$ cat config.mk
export PLATFORM = sky130hd
export DESIGN_NAME = sgio_irq_top
export DESIGN_NICKNAME = d
export VERILOG_FILES = /design/src/rtl/sgio_irq_pkg.sv /design/src/rtl/sgio_irq_cfg.sv /design/src/rtl/sgio_irq_detect.sv /design/src/rtl/sgio_irq_pending.sv /design/src/rtl/sgio_irq_top.sv
export SDC_FILE = /design/constraint.sdc
export NUM_CORES = 2
export LEC_CHECK = 0
export BUFFER_PORTS_ARGS = -buffer_cell sky130_fd_sc_hd__clkbuf_2
export CORE_ASPECT_RATIO = 0.5
export CORE_UTILIZATION = 59
export DETAILED_ROUTE_END_ITERATION = 10
export PLACE_DENSITY = 0.82
export SLEW_MARGIN = 25
export SYNTH_ARGS = -nofsm -noshare
export SYNTH_HDL_FRONTEND = slang
export SYNTH_SLANG_ARGS = --single-unit
$ cat constraint.sdc
create_clock -name clk -period 2.6 [get_ports clk]
set_input_delay 0.52 -clock clk [delete_from_list [all_inputs] [get_ports clk]]
set_output_delay 0.52 -clock clk [all_outputs]
set_load 0.05 [all_outputs]
$ cat src/rtl/sgio_irq_pkg.sv
package sgio_irq_pkg;

  typedef enum logic [1:0] {
    TRIG_LEVEL = 2'd0,
    TRIG_BOTH  = 2'd1,
    TRIG_FALL  = 2'd2,
    TRIG_RISE  = 2'd3
  } trig_e;

  // Decide whether one pin raises an event on a capture.
  function automatic logic pin_event(trig_e kind, logic act_low, logic prev, logic cur);
    logic hit;
    case (kind)
      TRIG_LEVEL: hit = cur ^ act_low;
      TRIG_BOTH:  hit = cur ^ prev;
      TRIG_FALL:  hit = prev & ~cur;
      default:    hit = ~prev & cur;
    endcase
    return hit;
  endfunction

endpackage

$ cat src/rtl/sgio_irq_cfg.sv
module sgio_irq_cfg #(
  parameter int NUM_BITS  = 4,
  parameter int NUM_PORTS = 32,
  parameter int ADDR_W    = 5
) (
  input  logic                           clk,
  input  logic                           rst_n,
  input  logic                           wr_en,
  input  logic [ADDR_W-1:0]              wr_addr,
  input  logic [NUM_PORTS-1:0]           wr_data,
  output logic [NUM_BITS*NUM_PORTS-1:0]  trig_lo,
  output logic [NUM_BITS*NUM_PORTS-1:0]  trig_hi,
  output logic [NUM_BITS*NUM_PORTS-1:0]  act_low,
  output logic [NUM_BITS*NUM_PORTS-1:0]  enable,
  output logic [NUM_BITS*NUM_PORTS-1:0]  ack_mask,
  output logic                           master
);
  localparam int LO_BASE  = 0;
  localparam int HI_BASE  = NUM_BITS;
  localparam int POL_BASE = 2 * NUM_BITS;
  localparam int EN_BASE  = 3 * NUM_BITS;
  localparam int ACK_BASE = 4 * NUM_BITS;
  localparam int CFG_ADDR = 5 * NUM_BITS;

  logic master_q;

  for (genvar b = 0; b < NUM_BITS; b++) begin : g_word
    logic [NUM_PORTS-1:0] lo_q, hi_q, pol_q, en_q;

    always_ff @(posedge clk or negedge rst_n) begin
      if (!rst_n) begin
        lo_q  <= '0;
        hi_q  <= '0;
        pol_q <= '0;
        en_q  <= '0;
      end else if (wr_en) begin
        if (wr_addr == ADDR_W'(LO_BASE + b))  lo_q  <= wr_data;
        if (wr_addr == ADDR_W'(HI_BASE + b))  hi_q  <= wr_data;
        if (wr_addr == ADDR_W'(POL_BASE + b)) pol_q <= wr_data;
        if (wr_addr == ADDR_W'(EN_BASE + b))  en_q  <= wr_data;
      end
    end

    assign trig_lo[b*NUM_PORTS +: NUM_PORTS]  = lo_q;
    assign trig_hi[b*NUM_PORTS +: NUM_PORTS]  = hi_q;
    assign act_low[b*NUM_PORTS +: NUM_PORTS]  = pol_q;
    assign enable[b*NUM_PORTS +: NUM_PORTS]   = en_q;
    assign ack_mask[b*NUM_PORTS +: NUM_PORTS] =
      (wr_en && wr_addr == ADDR_W'(ACK_BASE + b)) ? wr_data : '0;
  end

  always_ff @(posedge clk or negedge rst_n) begin
    if (!rst_n)                                   master_q <= 1'b0;
    else if (wr_en && wr_addr == ADDR_W'(CFG_ADDR)) master_q <= wr_data[0];
  end

  assign master = master_q;


  ack_pulse_chk: assert property (@(posedge clk) disable iff (!rst_n)
    !wr_en |-> ack_mask == '0);


  cfg_hold_chk: assert property (@(posedge clk) disable iff (!rst_n)
    !wr_en |=> ($stable(enable) && $stable(trig_lo) && $stable(trig_hi) && $stable(master)));

endmodule

$ cat src/rtl/sgio_irq_detect.sv
module sgio_irq_detect
  import sgio_irq_pkg::*;
#(
  parameter int NUM_BITS  = 4,
  parameter int NUM_PORTS = 32
) (
  input  logic                           clk,
  input  logic                           rst_n,
  input  logic                           cap_valid,
  input  logic [NUM_BITS*NUM_PORTS-1:0]  cap_data,
  input  logic [NUM_BITS*NUM_PORTS-1:0]  trig_lo,
  input  logic [NUM_BITS*NUM_PORTS-1:0]  trig_hi,
  input  logic [NUM_BITS*NUM_PORTS-1:0]  act_low,
  output logic [NUM_BITS*NUM_PORTS-1:0]  event_o
);
  localparam int PINS = NUM_BITS * NUM_PORTS;

  logic [PINS-1:0] prev_q;

  always_ff @(posedge clk or negedge rst_n) begin
    if (!rst_n)         prev_q <= '0;
    else if (cap_valid) prev_q <= cap_data;
  end

  for (genvar i = 0; i < PINS; i++) begin : g_pin
    trig_e kind;
    assign kind = trig_e'({trig_hi[i], trig_lo[i]});
    assign event_o[i] = cap_valid & pin_event(kind, act_low[i], prev_q[i], cap_data[i]);
  end


  prev_hold_chk: assert property (@(posedge clk) disable iff (!rst_n)
    !cap_valid |=> $stable(prev_q));


  prev_load_chk: assert property (@(posedge clk) disable iff (!rst_n)
    cap_valid |=> prev_q == $past(cap_data));


  no_cap_quiet_chk: assert property (@(posedge clk) disable iff (!rst_n)
    !cap_valid |-> event_o == '0);

endmodule

$ cat src/rtl/sgio_irq_pending.sv
module sgio_irq_pending #(
  parameter int NUM_BITS  = 4,
  parameter int NUM_PORTS = 32
) (
  input  logic                           clk,
  input  logic                           rst_n,
  input  logic [NUM_BITS*NUM_PORTS-1:0]  event_i,
  input  logic [NUM_BITS*NUM_PORTS-1:0]  ack_mask,
  input  logic [NUM_BITS*NUM_PORTS-1:0]  enable,
  input  logic                           master,
  output logic [NUM_BITS*NUM_PORTS-1:0]  ident,
  output logic                           irq_o
);
  localparam int PINS = NUM_BITS * NUM_PORTS;

  logic [PINS-1:0]     pend_q;
  logic [NUM_BITS-1:0] word_hit;

  always_ff @(posedge clk or negedge rst_n) begin
    if (!rst_n) pend_q <= '0;
    else        pend_q <= (pend_q & ~ack_mask) | event_i;
  end

  for (genvar b = 0; b < NUM_BITS; b++) begin : g_ident
    assign ident[b*NUM_PORTS +: NUM_PORTS] =
      pend_q[b*NUM_PORTS +: NUM_PORTS] & enable[b*NUM_PORTS +: NUM_PORTS];
    assign word_hit[b] = |ident[b*NUM_PORTS +: NUM_PORTS];
  end

  assign irq_o = master & (|word_hit);


  event_wins_chk: assert property (@(posedge clk) disable iff (!rst_n)
    (|event_i) |=> (pend_q & $past(event_i)) == $past(event_i));


  ack_clears_chk: assert property (@(posedge clk) disable iff (!rst_n)
    (|(ack_mask & ~event_i)) |=> (pend_q & $past(ack_mask & ~event_i)) == '0);


  pend_sticky_chk: assert property (@(posedge clk) disable iff (!rst_n)
    (event_i == '0 && ack_mask == '0) |=> $stable(pend_q));


  master_gate_chk: assert property (@(posedge clk) disable iff (!rst_n)
    !master |-> !irq_o);

endmodule

$ cat src/rtl/sgio_irq_top.sv
module sgio_irq_top #(
  parameter int NUM_BITS  = 4,
  parameter int NUM_PORTS = 32,
  parameter int ADDR_W    = $clog2(5 * NUM_BITS + 1)
) (
  input  logic                           clk,
  input  logic                           rst_n,
  input  logic                           cap_valid,
  input  logic [NUM_BITS*NUM_PORTS-1:0]  cap_data,
  input  logic                           wr_en,
  input  logic [ADDR_W-1:0]              wr_addr,
  input  logic [NUM_PORTS-1:0]           wr_data,
  output logic [NUM_BITS*NUM_PORTS-1:0]  irq_ident,
  output logic                           irq_o
);
  localparam int PINS = NUM_BITS * NUM_PORTS;

  logic [PINS-1:0] trig_lo, trig_hi, act_low, enable, ack_mask, events;
  logic            master;

  sgio_irq_cfg #(.NUM_BITS(NUM_BITS), .NUM_PORTS(NUM_PORTS), .ADDR_W(ADDR_W)) u_cfg (
    .clk(clk), .rst_n(rst_n), .wr_en(wr_en), .wr_addr(wr_addr), .wr_data(wr_data),
    .trig_lo(trig_lo), .trig_hi(trig_hi), .act_low(act_low), .enable(enable),
    .ack_mask(ack_mask), .master(master)
  );

  sgio_irq_detect #(.NUM_BITS(NUM_BITS), .NUM_PORTS(NUM_PORTS)) u_detect (
    .clk(clk), .rst_n(rst_n), .cap_valid(cap_valid), .cap_data(cap_data),
    .trig_lo(trig_lo), .trig_hi(trig_hi), .act_low(act_low), .event_o(events)
  );

  sgio_irq_pending #(.NUM_BITS(NUM_BITS), .NUM_PORTS(NUM_PORTS)) u_pending (
    .clk(clk), .rst_n(rst_n), .event_i(events), .ack_mask(ack_mask),
    .enable(enable), .master(master), .ident(irq_ident), .irq_o(irq_o)
  );


  reset_quiet_chk: assert property (@(posedge clk) disable iff (!rst_n)
    $rose(rst_n) |-> (irq_ident == '0 && !irq_o));

endmodule

### Word-level counts from Yosys, hierarchy flattened

Index checks and enable logic that the tools add are counted.

| storage, ports and cells | value |
|---|---|
| logic and storage cells | 1482 |
| register bits | 769 |
| input port bits | 169 |

| cells by class | value |
|---|---|
| reductions and logical operators | 151 |
| multiplexer cells | 132 |
| bitwise logic cells | 904 |
| equal/unequal tests | 276 |

Operator list:

| cell | count |
|---|---|
| 1-bit AND | 385 |
| 1-bit case mux with 3 select lines | 128 |
| 2-bit by 1-bit equality test with 1-bit output (second input constant) | 128 |
| 2-bit equality test (second input constant) | 128 |
| 2-bit zero test | 128 |
| 1-bit inverter | 256 |
| 1-bit bitwise XOR | 256 |
| 128-bit AND | 1 |
| 32-bit AND | 4 |
| 32-bit two-way mux | 4 |
| 128-bit inverter | 1 |
| 128-bit OR | 1 |
| 128-bit OR reduction | 1 |
| 5-bit by 4-bit equality test with 1-bit output (second input constant) | 8 |
| 2-bit AND reduction | 16 |
| 5-bit equality test (second input constant) | 5 |
| 5-bit by 3-bit equality test with 1-bit output (second input constant) | 4 |
| 5-bit by 2-bit equality test with 1-bit output (second input constant) | 2 |
| 5-bit by 1-bit equality test with 1-bit output (second input constant) | 1 |
| 1-bit logical AND | 5 |
| 5-bit zero test | 1 |

### Logic depth before layout (Yosys ltp)

| logic depth | value |
|---|---|
| depth after elaboration | 6 |
| depth in mapped cells | 7 |

### Cells and area by module

From an unflattened synthesis, not the netlist that was laid out.

| unflattened totals | value |
|---|---|
| cell total of the unflattened synthesis | 2943 |
| area total of the unflattened synthesis | 36680.2 um^2 |

Modules (own cells, without submodules):

| module | times used | cells each | sequential area each (um^2) | area an instance (um^2) |
|---|---|---|---|---|
| sgio_irq_cfg | 1 | 1318 | 12837.3 | 20324.5 |
| sgio_irq_detect | 1 | 1052 | 3203.1 | 10476.3 |
| sgio_irq_pending | 1 | 573 | 3203.1 | 5879.4 |

### Worst setup path before layout

No wires, ideal clock.

| path | value |
|---|---|
| path type | register to output |
| from | register u_cfg.g_word[0].en_q[20] |
| to | output port irq_o |
| data required time | 2.080 ns |
| setup slack | -0.288 ns |
| data arrival time | 2.368 ns |
| cell stages (with the launch flop) | 6 |
| cells stage by stage | dfrtp_1 -> and2_1 -> or4_1 -> or4_1 -> nor4_1 -> a31oi_1 |

| on the way | value |
|---|---|
| longest elaborated chain between the ends | 3 |

Ends and longest elaborated chain:

| item | line | text |
|---|---|---|
| from (decl) | sgio_irq_cfg.sv:28 | `logic [NUM_PORTS-1:0] lo_q, hi_q, pol_q, en_q;` |
| from (signal assigned) | sgio_irq_cfg.sv:40 | `if (wr_addr == ADDR_W'(EN_BASE + b)) en_q <= wr_data;` |
| 32-bit AND | sgio_irq_pending.sv:26 | `pend_q[b*NUM_PORTS +: NUM_PORTS] & enable[b*NUM_PORTS +: NUM_PORTS];` |
| via irq_ident[20] | sgio_irq_top.sv:13 | `output logic [NUM_BITS*NUM_PORTS-1:0] irq_ident,` |
| 128-bit OR reduction | sgio_irq_pending.sv:30 | `assign irq_o = master & (\|word_hit);` |
| 1-bit AND | sgio_irq_pending.sv:30 |  |
| to (decl) | sgio_irq_top.sv:14 | `output logic irq_o` |

The timed path passes the listed nets, and every way through them passes these cells.

### Worst setup path after layout

| path | value |
|---|---|
| from | register u_cfg.g_word[2].en_q[30] |
| to | output port irq_o |

| on the way | value |
|---|---|
| longest elaborated chain between the ends | 3 |

Ends and longest elaborated chain:

| item | line |
|---|---|
| from (decl) | sgio_irq_cfg.sv:28 |
| from (signal assigned) | sgio_irq_cfg.sv:40 |
| 32-bit AND | sgio_irq_pending.sv:26 |
| 128-bit OR reduction | sgio_irq_pending.sv:30 |
| 1-bit AND | sgio_irq_pending.sv:30 |

No other way between the ends.

==> metrics.md <==
| Metric | Value |
|---|---|
| Number of nets in the layout | 3276 |
| Max VDD drop | 418.7 µV |
| Routed wire per std cell | 24.84 µm |
| Clock Skews | 0.02207 ns |
| Most common cell in the synthesized netlist | dfrtp_1 |
| Max incr delay on CP | 0.58 ns |
| P_leak | 18.40 nW |
| CP cell instances | and2_4 -> or4_4 -> or4_4 -> nor4_4 -> buf_4 -> a31oi_4 -> clkbuf_8 |
| Setup crit end kind | primary output |
| Synth unique cells | 29 |
| Syn nets | 2854 |
| Failing checks | setup timing |
| Share of cells above drive strength 1 | 42.12% |
| I/O pins | 298 |
| GP Congestion | 0.8769 |
| Worst Hold Class | in -> reg |
| DIE AREA | 0.06043 mm² |
| Vias | 25310 |
| Die W | 346.7 µm |
| Post-synthesis sequential area ratio | 54.91% |
| Number of synthesized flops with an enable pin | 0 |
| Slowest CP cell | or4_4 |
| Worst-Margin Slew | 1.041 ns |
| Routed wire length | 97800 µm |
| Final WS setup | -0.7889 ns |
| Syn avg cell area | 13.05 µm² |
| Largest area contributor in the netlist | dfrtp_1 |
| Primary FF master, synth | dfrtp_1 |
| Core area | 0.05803 mm² |
| Max-cap violations | 0 |
| Detail Route Antenna Nets | 0 |
| Area grow syn2layout | 17.86% |
| Final setup viols | 1 |
| Vias in the first global route | 26170 |
| Design Area, Final | 0.04130 mm² |
| FFs w/ async S/R, synth | 100.0% |
| Pwr/cell area | 811.8 mW/mm² |
| Sink Count | 769 |
| RSZ-0062 raised after global routing | true |
| P_sw | 10.54 mW |
| First-pass GRT wire length | 150200 µm |
| CTS Buffer Depth | 3 |
| Part of the cycle the worst path needs | 130.3% |
| Critical path class | reg -> out |
| WHS | 0.1835 ns |
| Fin. max-slew vios | 0 |
| Synth Register Bits | 769 |
| Startpoint Class | flop |
| CP arrival | 2.87 ns |
| Top cells by area, synth | dfrtp_1 55%, mux2_2 20%, a221o_1 3.7% |
| Relative max-transition margin | 29.74% |
| FILL cells | 3786 |
| Std-Cell Rows | 62 |
| Die height | 174.3 µm |
| Largest net degree at the start of global routing | 84 |
| Placed cell areas | 0.03898 mm² |
| H-tree levels | 3 |
| Routed vias/inst | 6.428 |
| Post-synth top area share | 54.91% |
| Pint | 22.99 mW |
| Synthesized instance count | 2685 |
| Skew-Pair Late Insertion Delay | 0.61 ns |
| Initial antenna violation count | 17 |
| Max Clock Freq | 295.1 MHz |
| Sw frac | 31.42% |
| Post-Syn Area | 0.03504 mm² |
| Tmin final | 3.389 ns |
| Buffers added on ports | 297 |
| Congestion Overflow GR | 0 |
| HPWL after DPL | 66270 µm |
| Pre-antenna DRT Iters | 5 |
| Seq pwr share | 46.3% |
| Most frequent cells after synthesis | 769 x dfrtp_1, 628 x mux2_2, 139 x nand2_1 |
| Worst-path maximum fanout | 2 |
| Final Hold Viols | 0 |
| Total power | 33.53 mW |
| Gr usage total | 32.37% |
| Comb pwr share | 23.6% |
| CTS tree | done |
| First DRT Iteration DRCs | 2147 |
| Clock power share | 30.1% |
| Clock root buffer | clkbuf_16 |
| Worst-path clk slew | 0.07 ns |
| Initial Utilization | 60.39% |
| CP Data Required Time | 2.08 ns |
| Residual DRC | 0 |
| Critical Path Most Common Cell | or4_4 |
| Number of CTS-inserted buffers | 68 |
| Ys Warns | 0 |
| Outcome | finished with violations |
[layer usage]
layer	wire length, µm	track usage (%)	share of wire [%]	vias to the layer above
li1	-	-	-	10930
met1	39280	42.61	40	13100
met2	47030	51.85	48	1024
met3	6935	5.575	7.1	256
met4	4554	17.20	4.7	0
met5	0	0	0	-
[cells in the final DEF, fill, tap and decap left out, types with 33 or more instances in the layout]
cell,count
clkbuf_16,69
nand2b_1,131
clkbuf_2,294
and2_1,86
nand2_1,130
o311ai_0,128
dfrtp_1,769
buf_4,185
xor2_1,128
nor2_1,131
a32o_1,128
and2_4,33
mux2_2,628
a221o_1,128
[power groups by stage]
stage | combinational, mW | sequential [mW] | clock, mW
finish | 7.90 | 15.5 | 10.1
CTS | 7.88 | 15.5 | 10.2
global route | 8.39 | 15.8 | 10.7
global placement | 7.41 | 15.4 | 0
detailed placement | 7.73 | 15.6 | 0
floorplan | 5.34 | 15.2 | 0
[critical path: cells and delay by family, from the launching register on]
| family | cells | cell delay, ns |
|---|---|---|
| AOI/OAI and AO/OA | 1 | 0.06 |
| buffers and inverters | 2 | 0.34 |
| DFF | 1 | 0.40 |
| and+or+nand+nor | 4 | 1.46 |
[flip-flops by register name, indices dropped and copies added, names as in the netlist]
name / flops
u_cfg.master: 1
u_pending.pend_q: 128
u_cfg.g_word.pol_q: 128
u_cfg.g_word.hi_q: 128
u_cfg.g_word.en_q: 128
u_cfg.g_word.lo_q: 128
u_detect.prev_q: 128
[worst paths after layout]
path                                          start                 endpoint  slack, ns  cells past startpoint
setup / recovery           u_cfg.g_word[2].en_q[30]                    irq_o      -0.79                      7
hold / removal                         cap_data[29]      u_detect.prev_q[29]       0.18                      2
setup reg to reg            u_cfg.g_word[0].lo_q[8]      u_pending.pend_q[8]       0.94                      2
hold reg to reg             u_cfg.g_word[2].en_q[8]  u_cfg.g_word[2].en_q[8]       0.48                      1
max in group asynchronous                     rst_n    u_pending.pend_q[106]       1.21                      3
min in group asynchronous                     rst_n     u_pending.pend_q[72]       0.47                      2
[repair_timing]
item                                    CTS  global route
endpoints found under the setup margin    1             1
setup buffers                             3             0
hold endpoints to repair                 20             0
pin swaps                                14             0
hold buffers                              1             0
gates resized for setup                  19             1
[cell type report]
type | count | area (µm²) | area share (%)
inverters | 1 | 3.754 | 0.009088
flip-flops and latches | 769 | 19240 | 46.59
clock buffers | 98 | 1996 | 4.832
multi-input cells | 1760 | 15480 | 37.48
well taps | 768 | 960.9 | 2.327
repair buffers | 507 | 3395 | 8.219
diodes | 16 | 40.04 | 0.09694
clock inverters | 18 | 181.4 | 0.4393
[kinds of logic after synthesis]
family,after synthesis,share of synthesized area (%)
flip-flops,769,54.91
buffers and inverters,156,1.749
XOR/XNOR,128,3.199
multiplexers,641,20.60
AO/OA/AOI/OAI,401,10.87
AND/OR/NAND/NOR,590,8.669
[per-stage QoR]
| step | worst slack, ns | cells | TNS, ns | utilization (%) |
|---|---|---|---|---|
| after floorplan | 0.001545 | 2685 | 0 | - |
| after global placement | -0.3308 | 3801 | -0.3308 | 67.18 |
| after detailed placement | -0.3555 | 3801 | -0.3555 | 67.18 |
| after CTS | -0.8021 | 3921 | -0.8021 | 71.11 |
| after global routing | -0.8578 | 3937 | -0.8578 | 71.18 |
| final | -0.7889 | 3937 | -0.7889 | 71.18 |
Note: power is estimated with default switching activity, not from simulation.
